==> src/rtl/nrb_pkg.sv <==
package nrb_pkg;

   typedef enum logic [1:0] {
      PH_IDLE = 2'd0,
      PH_LOW  = 2'd1,
      PH_HIGH = 2'd2,
      PH_ACK  = 2'd3
   } nrb_phase_e;

   typedef enum logic [2:0] {
      K_NONE  = 3'd0,
      K_CMD   = 3'd1,
      K_ADDR  = 3'd2,
      K_WDATA = 3'd3,
      K_RDATA = 3'd4
   } nrb_kind_e;

   localparam logic [2:0] OPC_CMD   = 3'd0;
   localparam logic [2:0] OPC_ADDR  = 3'd1;
   localparam logic [2:0] OPC_ARM   = 3'd2;
   localparam logic [2:0] OPC_WDATA = 3'd3;

   function automatic nrb_kind_e write_kind(input logic [2:0] opc);
      case (opc)
         OPC_CMD:   write_kind = K_CMD;
         OPC_ADDR:  write_kind = K_ADDR;
         OPC_WDATA: write_kind = K_WDATA;
         default:   write_kind = K_NONE;
      endcase
   endfunction

   function automatic logic drives_bus(input nrb_kind_e k);
      drives_bus = (k == K_CMD) || (k == K_ADDR) || (k == K_WDATA);
   endfunction

endpackage

==> src/rtl/nrb_sync.sv <==
module nrb_sync #(
   parameter int   STAGES    = 2,
   parameter logic RESET_VAL = 1'b1
) (
   input  logic clk,
   input  logic rst_n,
   input  logic d,
   output logic q
);
   if (STAGES < 2) begin : g_bad_stages
      $error("nrb_sync: STAGES must be at least 2");
   end

   logic [STAGES-1:0] chain;

   for (genvar i = 0; i < STAGES; i++) begin : g_stage
      if (i == 0) begin : g_first
         always_ff @(posedge clk or negedge rst_n) begin
            if (!rst_n) chain[0] <= RESET_VAL;
            else        chain[0] <= d;
         end
      end else begin : g_next
         always_ff @(posedge clk or negedge rst_n) begin
            if (!rst_n) chain[i] <= RESET_VAL;
            else        chain[i] <= chain[i-1];
         end
      end
   end

   assign q = chain[STAGES-1];
endmodule

==> src/rtl/nrb_timer.sv <==
module nrb_timer #(
   parameter int CW = 2
) (
   input  logic          clk,
   input  logic          rst_n,
   input  logic          load,
   input  logic [CW-1:0] load_val,
   output logic          zero
);
   if (CW < 1) begin : g_bad_cw
      $error("nrb_timer: CW must be positive");
   end

   logic [CW-1:0] cnt;

   always_ff @(posedge clk or negedge rst_n) begin
      if (!rst_n)          cnt <= '0;
      else if (load)       cnt <= load_val;
      else if (cnt != '0)  cnt <= cnt - 1'b1;
   end

   assign zero = (cnt == '0);
endmodule

==> src/rtl/nrb_seq.sv <==
module nrb_seq
   import nrb_pkg::*;
#(
   parameter int LOW_CYC  = 2,
   parameter int HIGH_CYC = 2
) (
   input  logic       clk,
   input  logic       rst_n,
   input  logic       start,
   input  logic       strobe,
   output nrb_phase_e phase,
   output logic       low_done
);
   localparam int MAXC = (LOW_CYC > HIGH_CYC) ? LOW_CYC : HIGH_CYC;
   localparam int CW   = $clog2(MAXC + 1);
   localparam logic [CW-1:0] LOW_LD  = CW'(LOW_CYC - 1);
   localparam logic [CW-1:0] HIGH_LD = CW'(HIGH_CYC - 1);

   if (LOW_CYC < 1 || HIGH_CYC < 1) begin : g_bad_timing
      $error("nrb_seq: strobe phases need at least one cycle");
   end

   logic          t_zero;
   logic          t_load;
   logic [CW-1:0] t_val;
   logic          go_low;

   assign go_low   = (phase == PH_IDLE) && start && strobe;
   assign low_done = (phase == PH_LOW) && t_zero;
   assign t_load   = go_low || low_done;
   assign t_val    = go_low ? LOW_LD : HIGH_LD;

   nrb_timer #(.CW(CW)) u_timer (
      .clk      (clk),
      .rst_n    (rst_n),
      .load     (t_load),
      .load_val (t_val),
      .zero     (t_zero)
   );

   always_ff @(posedge clk or negedge rst_n) begin
      if (!rst_n) begin
         phase <= PH_IDLE;
      end else begin
         case (phase)
            PH_IDLE: if (start) phase <= strobe ? PH_LOW : PH_ACK;
            PH_LOW:  if (t_zero) phase <= PH_HIGH;
            PH_HIGH: if (t_zero) phase <= PH_ACK;
            default: phase <= PH_IDLE;
         endcase
      end
   end

   // acknowledge lasts exactly one cycle
   a_r11_ack_one_cycle: assert property (@(posedge clk) disable iff (!rst_n)
      (phase == PH_ACK) |=> (phase == PH_IDLE));

   // a strobe always passes through its high phase before the acknowledge
   a_r11_low_then_high: assert property (@(posedge clk) disable iff (!rst_n)
      low_done |=> (phase == PH_HIGH));
endmodule

==> src/rtl/nand_reg_bridge.sv <==
module nand_reg_bridge
   import nrb_pkg::*;
#(
   parameter int LOW_CYC     = 2,
   parameter int HIGH_CYC    = 2,
   parameter int SYNC_STAGES = 2,
   parameter int BUS_W       = 32,
   parameter int DQ_W        = 8,
   parameter int CE_BIT      = 31,
   parameter int OP_LSB      = 28,
   parameter int DATA_LSB    = 16,
   parameter int BUSY_BIT    = 15
) (
   input  logic        clk,
   input  logic        rst_n,
   input  logic        req_valid,
   input  logic        req_write,
   input  logic [31:0] req_wdata,
   output logic        req_ready,
   output logic [31:0] rsp_rdata,
   output logic        nand_ce_n,
   output logic        nand_cle,
   output logic        nand_ale,
   output logic        nand_we_n,
   output logic        nand_re_n,
   output logic [7:0]  nand_dq_out,
   output logic        nand_dq_oe,
   input  logic [7:0]  nand_dq_in,
   input  logic        nand_rb_n
);
   localparam int OP_W     = 3;
   localparam int DATA_MSB = DATA_LSB + DQ_W - 1;

   if (BUS_W != 32 || DQ_W != 8) begin : g_bad_width
      $error("nand_reg_bridge: port widths are fixed at 32 and 8");
   end
   if (CE_BIT >= BUS_W || OP_LSB + OP_W > BUS_W || DATA_MSB >= BUS_W) begin : g_bad_field
      $error("nand_reg_bridge: field outside the register word");
   end
   if (BUSY_BIT >= DATA_LSB && BUSY_BIT <= DATA_MSB) begin : g_bad_busy
      $error("nand_reg_bridge: busy bit overlaps the data field");
   end

   nrb_phase_e        phase;
   logic              low_done;
   logic              accept;
   nrb_kind_e         kind_d, kind_q;
   logic              ce_q, rd_mode_q, is_read_q;
   logic [DQ_W-1:0]   wbyte_q, rbyte_q;
   logic [OP_W-1:0]   opc;
   logic              rb_sync;
   logic              in_strobe;
   logic              unused_wbits;

   assign opc          = req_wdata[OP_LSB +: OP_W];
   assign accept       = req_valid && (phase == PH_IDLE);
   assign unused_wbits = ^{req_wdata[27:24], req_wdata[15:0]};

   always_comb begin
      if (req_write)      kind_d = write_kind(opc);
      else if (rd_mode_q) kind_d = K_RDATA;
      else                kind_d = K_NONE;
   end

   nrb_sync #(.STAGES(SYNC_STAGES), .RESET_VAL(1'b1)) u_rb_sync (
      .clk   (clk),
      .rst_n (rst_n),
      .d     (nand_rb_n),
      .q     (rb_sync)
   );

   nrb_seq #(.LOW_CYC(LOW_CYC), .HIGH_CYC(HIGH_CYC)) u_seq (
      .clk      (clk),
      .rst_n    (rst_n),
      .start    (accept),
      .strobe   (kind_d != K_NONE),
      .phase    (phase),
      .low_done (low_done)
   );

   always_ff @(posedge clk or negedge rst_n) begin
      if (!rst_n) begin
         ce_q      <= 1'b0;
         rd_mode_q <= 1'b0;
         is_read_q <= 1'b0;
         kind_q    <= K_NONE;
         wbyte_q   <= '0;
      end else if (accept) begin
         kind_q    <= kind_d;
         is_read_q <= !req_write;
         if (req_write) begin
            ce_q      <= req_wdata[CE_BIT];
            rd_mode_q <= (opc == OPC_ARM);
            wbyte_q   <= req_wdata[DATA_LSB +: DQ_W];
         end
      end
   end

   always_ff @(posedge clk or negedge rst_n) begin
      if (!rst_n)                              rbyte_q <= '0;
      else if (accept)                         rbyte_q <= '0;
      else if (low_done && kind_q == K_RDATA)  rbyte_q <= nand_dq_in;
   end

   assign in_strobe   = (phase == PH_LOW) || (phase == PH_HIGH);
   assign nand_ce_n   = !ce_q;
   assign nand_cle    = in_strobe && (kind_q == K_CMD);
   assign nand_ale    = in_strobe && (kind_q == K_ADDR);
   assign nand_we_n   = !((phase == PH_LOW) && drives_bus(kind_q));
   assign nand_re_n   = !((phase == PH_LOW) && (kind_q == K_RDATA));
   assign nand_dq_oe  = in_strobe && drives_bus(kind_q);
   assign nand_dq_out = wbyte_q;
   assign req_ready   = (phase == PH_ACK);

   always_comb begin
      rsp_rdata = '0;
      if (req_ready && is_read_q) begin
         rsp_rdata[DATA_LSB +: DQ_W] = rbyte_q;
         rsp_rdata[BUSY_BIT]         = !rb_sync;
      end
   end

   // the two strobes never overlap
   a_r12_strobes_apart: assert property (@(posedge clk) disable iff (!rst_n)
      !(!nand_we_n && !nand_re_n));

   // the data bus is released while the flash drives it
   a_r12_no_oe_on_read: assert property (@(posedge clk) disable iff (!rst_n)
      !nand_re_n |-> !nand_dq_oe);

   // command and address latches never rise together
   a_r2_latch_exclusive: assert property (@(posedge clk) disable iff (!rst_n)
      !(nand_cle && nand_ale));

   // the output byte holds still while WE# is low and into the rising edge
   a_r2_dq_held: assert property (@(posedge clk) disable iff (!rst_n)
      !nand_we_n |=> $stable(nand_dq_out));

   // no acknowledge while a strobe is low
   a_r11_no_ready_in_strobe: assert property (@(posedge clk) disable iff (!rst_n)
      (!nand_we_n || !nand_re_n) |-> !req_ready);

   // ready is a single-cycle pulse
   a_r11_ready_pulse: assert property (@(posedge clk) disable iff (!rst_n)
      req_ready |=> !req_ready);

   // chip enable moves only on an accepted write
   a_r8_ce_held: assert property (@(posedge clk) disable iff (!rst_n)
      !(accept && req_write) |=> $stable(nand_ce_n));

   // the read strobe appears only with read mode armed
   a_r10_re_needs_mode: assert property (@(posedge clk) disable iff (!rst_n)
      !nand_re_n |-> rd_mode_q);
endmodule

==> config.mk <==
export PLATFORM = sky130hd
export DESIGN_NAME = nand_reg_bridge
export DESIGN_NICKNAME = d
export VERILOG_FILES = /design/src/rtl/nrb_pkg.sv /design/src/rtl/nrb_sync.sv /design/src/rtl/nrb_timer.sv /design/src/rtl/nrb_seq.sv /design/src/rtl/nand_reg_bridge.sv
export SDC_FILE = /design/constraint.sdc
export NUM_CORES = 1
export LEC_CHECK = 0
export CAP_MARGIN = 20
export CORE_MARGIN = 8
export CORE_UTILIZATION = 38
export CTS_BUF_LIST = sky130_fd_sc_hd__clkbuf_4
export DETAILED_ROUTE_END_ITERATION = 12
export HOLD_SLACK_MARGIN = 0.06
export PLACE_DENSITY = 0.87
export SLEW_MARGIN = 10
export SYNTH_ARGS = -nofsm -noshare
export SYNTH_HDL_FRONTEND = slang
export SYNTH_SLANG_ARGS = --single-unit
==> constraint.sdc <==
create_clock -name clk -period 1.8 [get_ports clk]
set_clock_uncertainty 0.05 [all_clocks]
set_input_delay 0.36 -clock clk [delete_from_list [all_inputs] [get_ports clk]]
set_output_delay 0.36 -clock clk [all_outputs]
set_load 0.02 [all_outputs]
### Word level (Yosys, flattened, before mapping)

Cells that the tools add are included.

| storage, ports and cells | value |
|---|---|
| logic and storage cells | 66 |
| output and inout port bits | 47 |
| bits of input ports | 45 |
| register bits | 28 |

| cells by class | value |
|---|---|
| eq/ne operators | 13 |
| add/sub/neg operators | 1 |
| reductions and logical operators | 29 |
| muxes and demuxes | 13 |

Operator list:

| operator | count |
|---|---|
| 8-bit two-way mux | 2 |
| 3-bit by 2-bit == test with 1-bit output (second input constant) | 4 |
| 2-bit two-way mux | 6 |
| 2-bit one-hot mux with 3 select lines | 2 |
| 1-bit logical AND | 11 |
| 9-bit two-way mux | 1 |
| 3-bit by 1-bit == test with 1-bit output (second input constant) | 2 |
| 3-bit two-way mux | 2 |
| 2-bit by 1-bit != test with 1-bit output (second input constant) | 3 |
| 2-bit nonzero test | 3 |
| 1-bit zero test | 5 |
| 2-bit == test (second input constant) | 2 |
| 2-bit zero test | 2 |
| 1-bit logical OR | 4 |
| 3-bit == test (second input constant) | 1 |
| 3-bit zero test | 1 |
| 3-bit AND reduction | 1 |
| 3-bit nonzero test | 1 |
| 2-bit by 1-bit == test with 1-bit output (second input constant) | 1 |
| 2-bit AND reduction | 1 |
| 2-bit by 1-bit subtractor with 2-bit output (second input constant) | 1 |

### Longest topological paths before layout

Gate-level depths: netlist of the first run.

| logic depth | value |
|---|---|
| depth in word-level cells | 7 |
| gate-level depth with buffers | 7 |

### Modules after synthesis

From an unflattened synthesis of the first run, not the netlist that was laid out.

| second synthesis, totals | value |
|---|---|
| cells, all modules | 162 |
| area, all modules | 1749.2 sq um |

Modules (own cells, without submodules):

| module | area each (sq um) | instances | sequential area each (sq um) | cells an instance |
|---|---|---|---|---|
| nand_reg_bridge | 1392.6 | 1 | 550.5 | 127 |
| nrb_seq | 190.2 | 1 | 50.0 | 21 |
| nrb_timer | 113.9 | 1 | 50.0 | 12 |
| nrb_sync | 52.6 | 1 | 52.6 | 2 |

### Least setup slack after synthesis of the first run

No wires, ideal clock.

| timing path | value |
|---|---|
| path kind | register to output |
| start | register u_seq.phase[0] |
| end | output nand_cle |
| buffers on the path | 0 |
| stages on the path, launching flop included | 5 |
| path slack | 0.065 ns |
| arrival | 1.325 ns |
| required time | 1.390 ns |
| cell sequence | dfrtp_1 -> inv_1 -> ha_1 -> nand2b_1 -> nor3b_1 |

| between the ends | value |
|---|---|
| cells in the longest elaborated chain, start to end | 3 |

Ends and longest elaborated chain:

| item | RTL line | source |
|---|---|---|
| start: declaration | nrb_seq.sv:11 | `output nrb_phase_e phase,` |
| start signal: assignment | nrb_seq.sv:46 | `PH_IDLE: if (start) phase <= strobe ? PH_LOW : PH_ACK;` |
| 2-bit by 1-bit == test with 1-bit output / 2-bit == test (equally long branches) | nand_reg_bridge.sv:105 | `assign in_strobe = (phase == PH_LOW) \|\| (phase == PH_HIGH);` |
| 1-bit logical OR * | nand_reg_bridge.sv:105 |  |
| 1-bit logical AND * | nand_reg_bridge.sv:107 | `assign nand_cle = in_strobe && (kind_q == K_CMD);` |
| end: declaration | nand_reg_bridge.sv:22 | `output logic nand_cle,` |

Mark *: on every way between the ends. The rest lies on a longest branch, timed or not.

### Final worst setup path of the first run

| timing path | value |
|---|---|
| start | register u_seq.phase[1] |
| end | output nand_re_n |

| between the ends | value |
|---|---|
| cells in the longest elaborated chain, start to end | 3 |

Ends and longest elaborated chain:

| item | RTL line | source |
|---|---|---|
| 2-bit by 1-bit == test with 1-bit output | nand_reg_bridge.sv:110 | `assign nand_re_n = !((phase == PH_LOW) && (kind_q == K_RDATA));` |
| 1-bit logical AND | nand_reg_bridge.sv:110 |  |
| 1-bit zero test | nand_reg_bridge.sv:110 |  |
| end: declaration | nand_reg_bridge.sv:25 | `output logic nand_re_n,` |

Every way passes these cells.

==> flow_summary.yaml, run 1 <==
worst_setup_path:
  startpoint_type: "flip-flop"
  end_kind: "output port"
  cp_max_fo: 3
  required_ns: 1.39
  cp.arrival_ns: 1.56
  worstSetupPathType: "reg -> out"
outcome:
  violations: "negative setup slack"
  outcome: "finished with violations"
finish:
  fin_area_mm2: 0.00236
  final_nets: 274
  multi_input_area_um2: 818
  drive_gt1_frac: 0.309
  seq_area_um2: 704
  fillers: 309
  num_antenna_cells: 0
  final_util: 0.599
  area_growth_pct: 54.2
routing:
  vias_per_cell: 4.90
  vias: 1338
  dr.pass1.iters: 4
  drcViolationCount: 0
  drt_wl_total_mm: 4.29
  drtIter0Drc: 82
  ant_nets: 0
  post_drt_wl_per_cell_um: 15.7
floorplan:
  die_h_um: 79.5
  start_util: 0.389
  dieArea_mm2: 0.00632
  num_rows: 23
  io_pins: 92
  die_width_um: 79.5
  core_mm2: 0.00394
clocking:
  clock_sinks: 28
  clock_path_buffers: 2
  clk_pin_slew_ns: 0.16
  cts_made_buffers: 3
  insertion_delay_ns: 0.34
  root_buffer: "clkbuf_4"
  ctsHtreeMaxLevel: 1
  tritoncts: "done"
  ctsHoldBuffers: 0
timing:
  rsz0062_at_grt: "yes"
  setup_viol: 16
  finalHoldViolations: 0
  fin_crit_sh: 1.09
  setup_slack_ns: -0.168
  final.min_clock_period_ns: 1.97
  fmax_ghz: 0.508
  drv_slew: 0
grt:
  antenna_found_initial: 0
  grt_max_degree: 29
  grt_usage: 0.125
  grt_pass1_wl_mm: 6.43
  overflow: 0
  first_global_vias: 1404
logic_synthesis:
  synth_top_area_frac: 0.424
  synthCells: 153
  synth_edf_count: 0
  yosys_warnings: 0
  synth.avg_cell_area_um2: 10.0
  ys_types: 35
  synth_common_cells: "dfrtp_1, buf_4, a21oi_1, mux2_1, nand3_1"
  ys_seq_area_frac: 0.459
  netlist_area_mm2: 0.00153
  synth_area_leaders: "dfrtp_1, buf_4, mux2_1, ha_1, dfstp_2"
  synth.most_common_cell: "dfrtp_1"
  yosysTopAreaCell: "dfrtp_1"
  ys.flop_type: "dfrtp_1"
  ys_async_sr_fraction: 1.00
  synth_seq_cells: 28
flow_run:
  maxCapViolCount: 0
placement:
  place_hpwl_mm: 3.05
  dpl_cell_area_mm2: 0.00206
  io_buffers: 48
  gp_congestion: 0.751
power_and_ir_drop:
  ir_worst_vdd_v: 0.000793
  p_leak_nw: 1.12
  power_density_mw_per_mm2: 1480
min_path:
  hold_path.class: "reg -> reg"
per-layer routing:
| layer | wire, µm | part of all wire | global-route usage | vias to the layer above |
|---|---|---|---|---|
| li1 | - | - | - | 625 |
| met3 | 364 | 0.085 | 0.0394 | 6 |
| met4 | 50 | 0.012 | 0.0315 | 0 |
| met5 | 0 | 0 | 0 | - |
| met1 | 1470 | 0.34 | 0.130 | 656 |
| met2 | 2400 | 0.56 | 0.234 | 51 |
power by group:
| group | internal, mW | switching (mW) |
|---|---|---|
| Combinational | 1.06 | 1.02 |
| Clock | 0.225 | 0.198 |
| Sequential | 0.843 | 0.155 |
critical path, cell delays in order (launching register included):
cell	delay, ns
dfrtp_1	0.43
inv_2	0.11
ha_4	0.15
nor4bb_1	0.20
buf_4	0.17
inv_4	0.04
buf_6	0.12
final cells by class:
class,instances,area share
flip-flops and latches,28,0.298
well taps,50,0.0265
clock buffers,3,0.00953
inverters,8,0.0138
multi-input cells,111,0.346
clock inverters,1,0.0127
repair buffers,72,0.293
logic make-up after synthesis:
| logic type | synth area share |
|---|---|
| buffers and inverters | 0.146 |
| AOI/OAI and AO/OA | 0.127 |
| and+or+nand+nor | 0.158 |
| other | 0.00245 |
| adders and majority gates | 0.0408 |
| DFF | 0.459 |
| muxes | 0.0661 |
state kept, by name (all words and copies together), names as in the netlist:
register / cells
kind_q: 3
u_seq.phase: 2
rbyte_q: 8
is_read_q: 1
u_rb_sync.q: 1
u_seq.u_timer.cnt: 2
rd_mode_q: 1
u_rb_sync.chain: 1
ce_q: 1
nand_dq_out: 8
metrics by stage:
step | power (mW) | hold WS [ns] | setup TNS [ns] | setup slack, ns | cells
after floorplan | 1.91 | 0.0144 | 0 | 0.0653 | 175
after global placement | 2.48 | 0.296 | -2.24 | -0.260 | 258
after detailed placement | 2.56 | 0.297 | -2.66 | -0.343 | 258
after CTS | 3.18 | 0.318 | -0.871 | -0.166 | 267
after global routing | 3.74 | 0.324 | -2.59 | -0.226 | 273
final | 3.50 | 0.317 | -1.62 | -0.168 | 273
repair_timing:
action	4_1_cts	5_1_grt
buffers inserted	5	7
pin swaps	5	4
gates resized for setup	84	43
setup endpoints to repair	16	22
path summary, 6_finish.rpt:
kind                               startpoint        endpoint  slack, ns  depth (start not counted)
setup / recovery               u_seq.phase[1]       nand_re_n      -0.17                          6
hold / removal             u_rb_sync.chain[0]     u_rb_sync.q       0.32                          0
setup reg to reg               u_seq.phase[0]  u_seq.phase[1]      -0.14                          7
hold reg to reg            u_rb_sync.chain[0]     u_rb_sync.q       0.32                          0
max in group asynchronous               rst_n     u_rb_sync.q       1.04                          2
min in group asynchronous               rst_n            ce_q       0.34                          2
cell usage in the layout, fill, tap and decap left out, types with 3 or more instances in the layout:
cell type / n
clkdlybuf4s50_1: 27
dfrtp_1: 25
conb_1: 23
buf_4: 20
buf_6: 17
nand3_1: 9
mux2_1: 9
o21ai_1: 9
a21oi_1: 9
nor2_1: 7
and3_4: 6
inv_1: 5
dlymetal6s2s_1: 5
ha_4: 4
nand2_1: 3
clkbuf_4: 3
No activity file was read; power rests on OpenSTA's default activity.
==> run 2: changes to the inputs <==
--- a/config.mk
+++ b/config.mk
@@ -12,7 +12,8 @@
 export DETAILED_ROUTE_END_ITERATION = 12
 export HOLD_SLACK_MARGIN = 0.06
 export PLACE_DENSITY = 0.87
-export SLEW_MARGIN = 10
+export SLEW_MARGIN = 20
 export SYNTH_ARGS = -nofsm -noshare
 export SYNTH_HDL_FRONTEND = slang
 export SYNTH_SLANG_ARGS = --single-unit
+export TNS_END_PERCENT = 30
==> run 2 against run 1 <==
Against the previous run: largest power group unchanged; fmax down 0.44%; clock power hardly changed; routed wire length is 4.4% lower; first-iteration DRC count is 32% lower; combinational power shrank 9.6%; clock-buffer cell count unchanged; via count stayed put; critical path depth is the same; core utilization shrank 4.0 points; the run still ends with negative setup slack left; register-to-register slack barely moved; power decreased by 5.9%; critical path type unchanged.
==> flow_summary.yaml, run 2 (synthesis results as in run 1) <==
clocking:
  cts_made_buffers: 3
  clock_path_buffers: 2
  insertion_delay_ns: 0.34
  clock_sinks: 28
  tritoncts: "done"
  clk_pin_slew_ns: 0.16
  ctsHtreeMaxLevel: 1
  ctsHoldBuffers: 0
  root_buffer: "clkbuf_4"
power_and_ir_drop:
  p_switching_mw: 1.29
  power_density_mw_per_mm2: 1490
  p_seq_frac: 0.300
  intPower_mw: 2.00
  p_sw_frac: 0.393
  p_leak_nw: 1.07
  comb_power_share: 0.571
  ir_worst_vdd_v: 0.000806
  power_mw: 3.29
  power_frac_clock: 0.129
grt:
  grt_busiest_layer: "met2"
  use_met1: 0.130
  grt_usage: 0.126
  grt_max_degree: 29
  overflow: 0
  antenna_found_initial: 0
  grt_pass1_wl_mm: 6.51
  globalRouteMet3Util: 0.0383
  grt_use_met2: 0.235
  first_global_vias: 1419
floorplan:
  die_width_um: 79.5
  num_rows: 23
  core_mm2: 0.00394
  die_h_um: 79.5
  dieArea_mm2: 0.00632
  io_pins: 92
  start_util: 0.389
outcome:
  outcome: "finished with violations"
  violations: "negative setup slack"
routing:
  vias_per_cell: 4.99
  dr.pass1.iters: 4
  drcViolationCount: 0
  vias: 1338
  drtIter0Drc: 56
  post_drt_wl_per_cell_um: 15.3
  drt_wl_total_mm: 4.10
  ant_nets: 0
worst_setup_path:
  startpoint_type: "flip-flop"
  required_ns: 1.39
  cp.arrival_ns: 1.57
  end_kind: "output port"
  worstSetupPathType: "reg -> out"
  reg2reg_slack_ns: -0.14
  crit_end: "nand_re_n"
  r2r_end: "u_seq.phase[1]"
  crit_start: "u_seq.phase[1]"
  cp_max_fo: 3
  timing.rr.start: "u_seq.phase[0]"
  reg2regPathDepth: 7
finish:
  drive_gt1_frac: 0.257
  final_nets: 269
  layout_common_cells: "clkdlybuf4s50_1, dfrtp_1, conb_1"
  final_common_cell: "clkdlybuf4s50_1"
  area_growth_pct: 44.0
  num_antenna_cells: 0
timing:
  rsz0062_at_grt: "yes"
  setup_slack_ns: -0.177
  fmax_ghz: 0.506
  finalHoldViolations: 0
  drv_slew: 0
  final.min_clock_period_ns: 1.98
  setup_viol: 15
  fin_crit_sh: 1.10
placement:
  post-place-ws_ns: -0.343
  gp_congestion: 0.751
  io_buffers: 48
  place_hpwl_mm: 3.05
min_path:
  hold_path.class: "reg -> reg"
flow_run:
  maxCapViolCount: 0
run 2: timing repair:
item,CTS,global route
endpoints found under the hold margin,0,0
resized for setup,81,15
pin swaps,5,2
setup buffers,4,3
setup endpoints to repair,16,20
run 2: power by group through the flow:
stage                     Clock [mW]  Combinational, mW  Sequential, mW
after global routing           0.453               2.04            1.03
final                          0.426               1.88           0.988
after CTS                      0.434               1.74           0.985
after detailed placement           0               1.56            1.00
after global placement             0               1.49           0.985
after floorplan                    0              0.830            1.08
run 2: per-stage QoR:
stage          area, µm²  utilization  TNS, ns  std cells  hold WS, ns
6_report            2210        0.560   -0.903        268        0.317
5_1_grt             2210        0.560    -1.98        268        0.324
4_1_cts             2150        0.544   -0.892        266        0.318
3_5_place_dp        2060        0.523    -2.66        258        0.297
3_3_place_gp        2060        0.523    -2.24        258        0.296
2_1_floorplan       1620            -        0        175       0.0144
run 2: layout make-up:
| type | count | area (µm²) |
|---|---|---|
| inverter | 8 | 32.5 |
| timing repair buffer | 67 | 593 |
| clock inverter | 1 | 30.0 |
| multi-input combinational | 111 | 762 |
| clock buffer | 3 | 22.5 |
| fill | 334 | 1740 |
| sequential | 28 | 704 |
| tap | 50 | 62.6 |
run 2: worst min-delay path by stage:
stage	cells after the start	to	from
after floorplan	0	ce_q	rst_n
after global placement	0	u_rb_sync.q	u_rb_sync.chain[0]
after detailed placement	0	u_rb_sync.q	u_rb_sync.chain[0]
after CTS	0	u_rb_sync.q	u_rb_sync.chain[0]
after global routing	0	u_rb_sync.q	u_rb_sync.chain[0]
final	0	u_rb_sync.q	u_rb_sync.chain[0]
run 2: critical path, stage by stage, from the launching register on:
cell	delay, ns
dfrtp_1	0.43
inv_2	0.12
ha_4	0.15
nor4bb_1	0.20
buf_4	0.18
inv_4	0.04
buf_6	0.12
run 2: routing by layer:
layer | wire (µm) | vias to the layer above | share of wire
li1 | - | 612 | -
met1 | 1430 | 654 | 0.35
met3 | 370 | 10 | 0.090
met4 | 72 | 0 | 0.018
met5 | 0 | - | 0
met2 | 2230 | 62 | 0.54
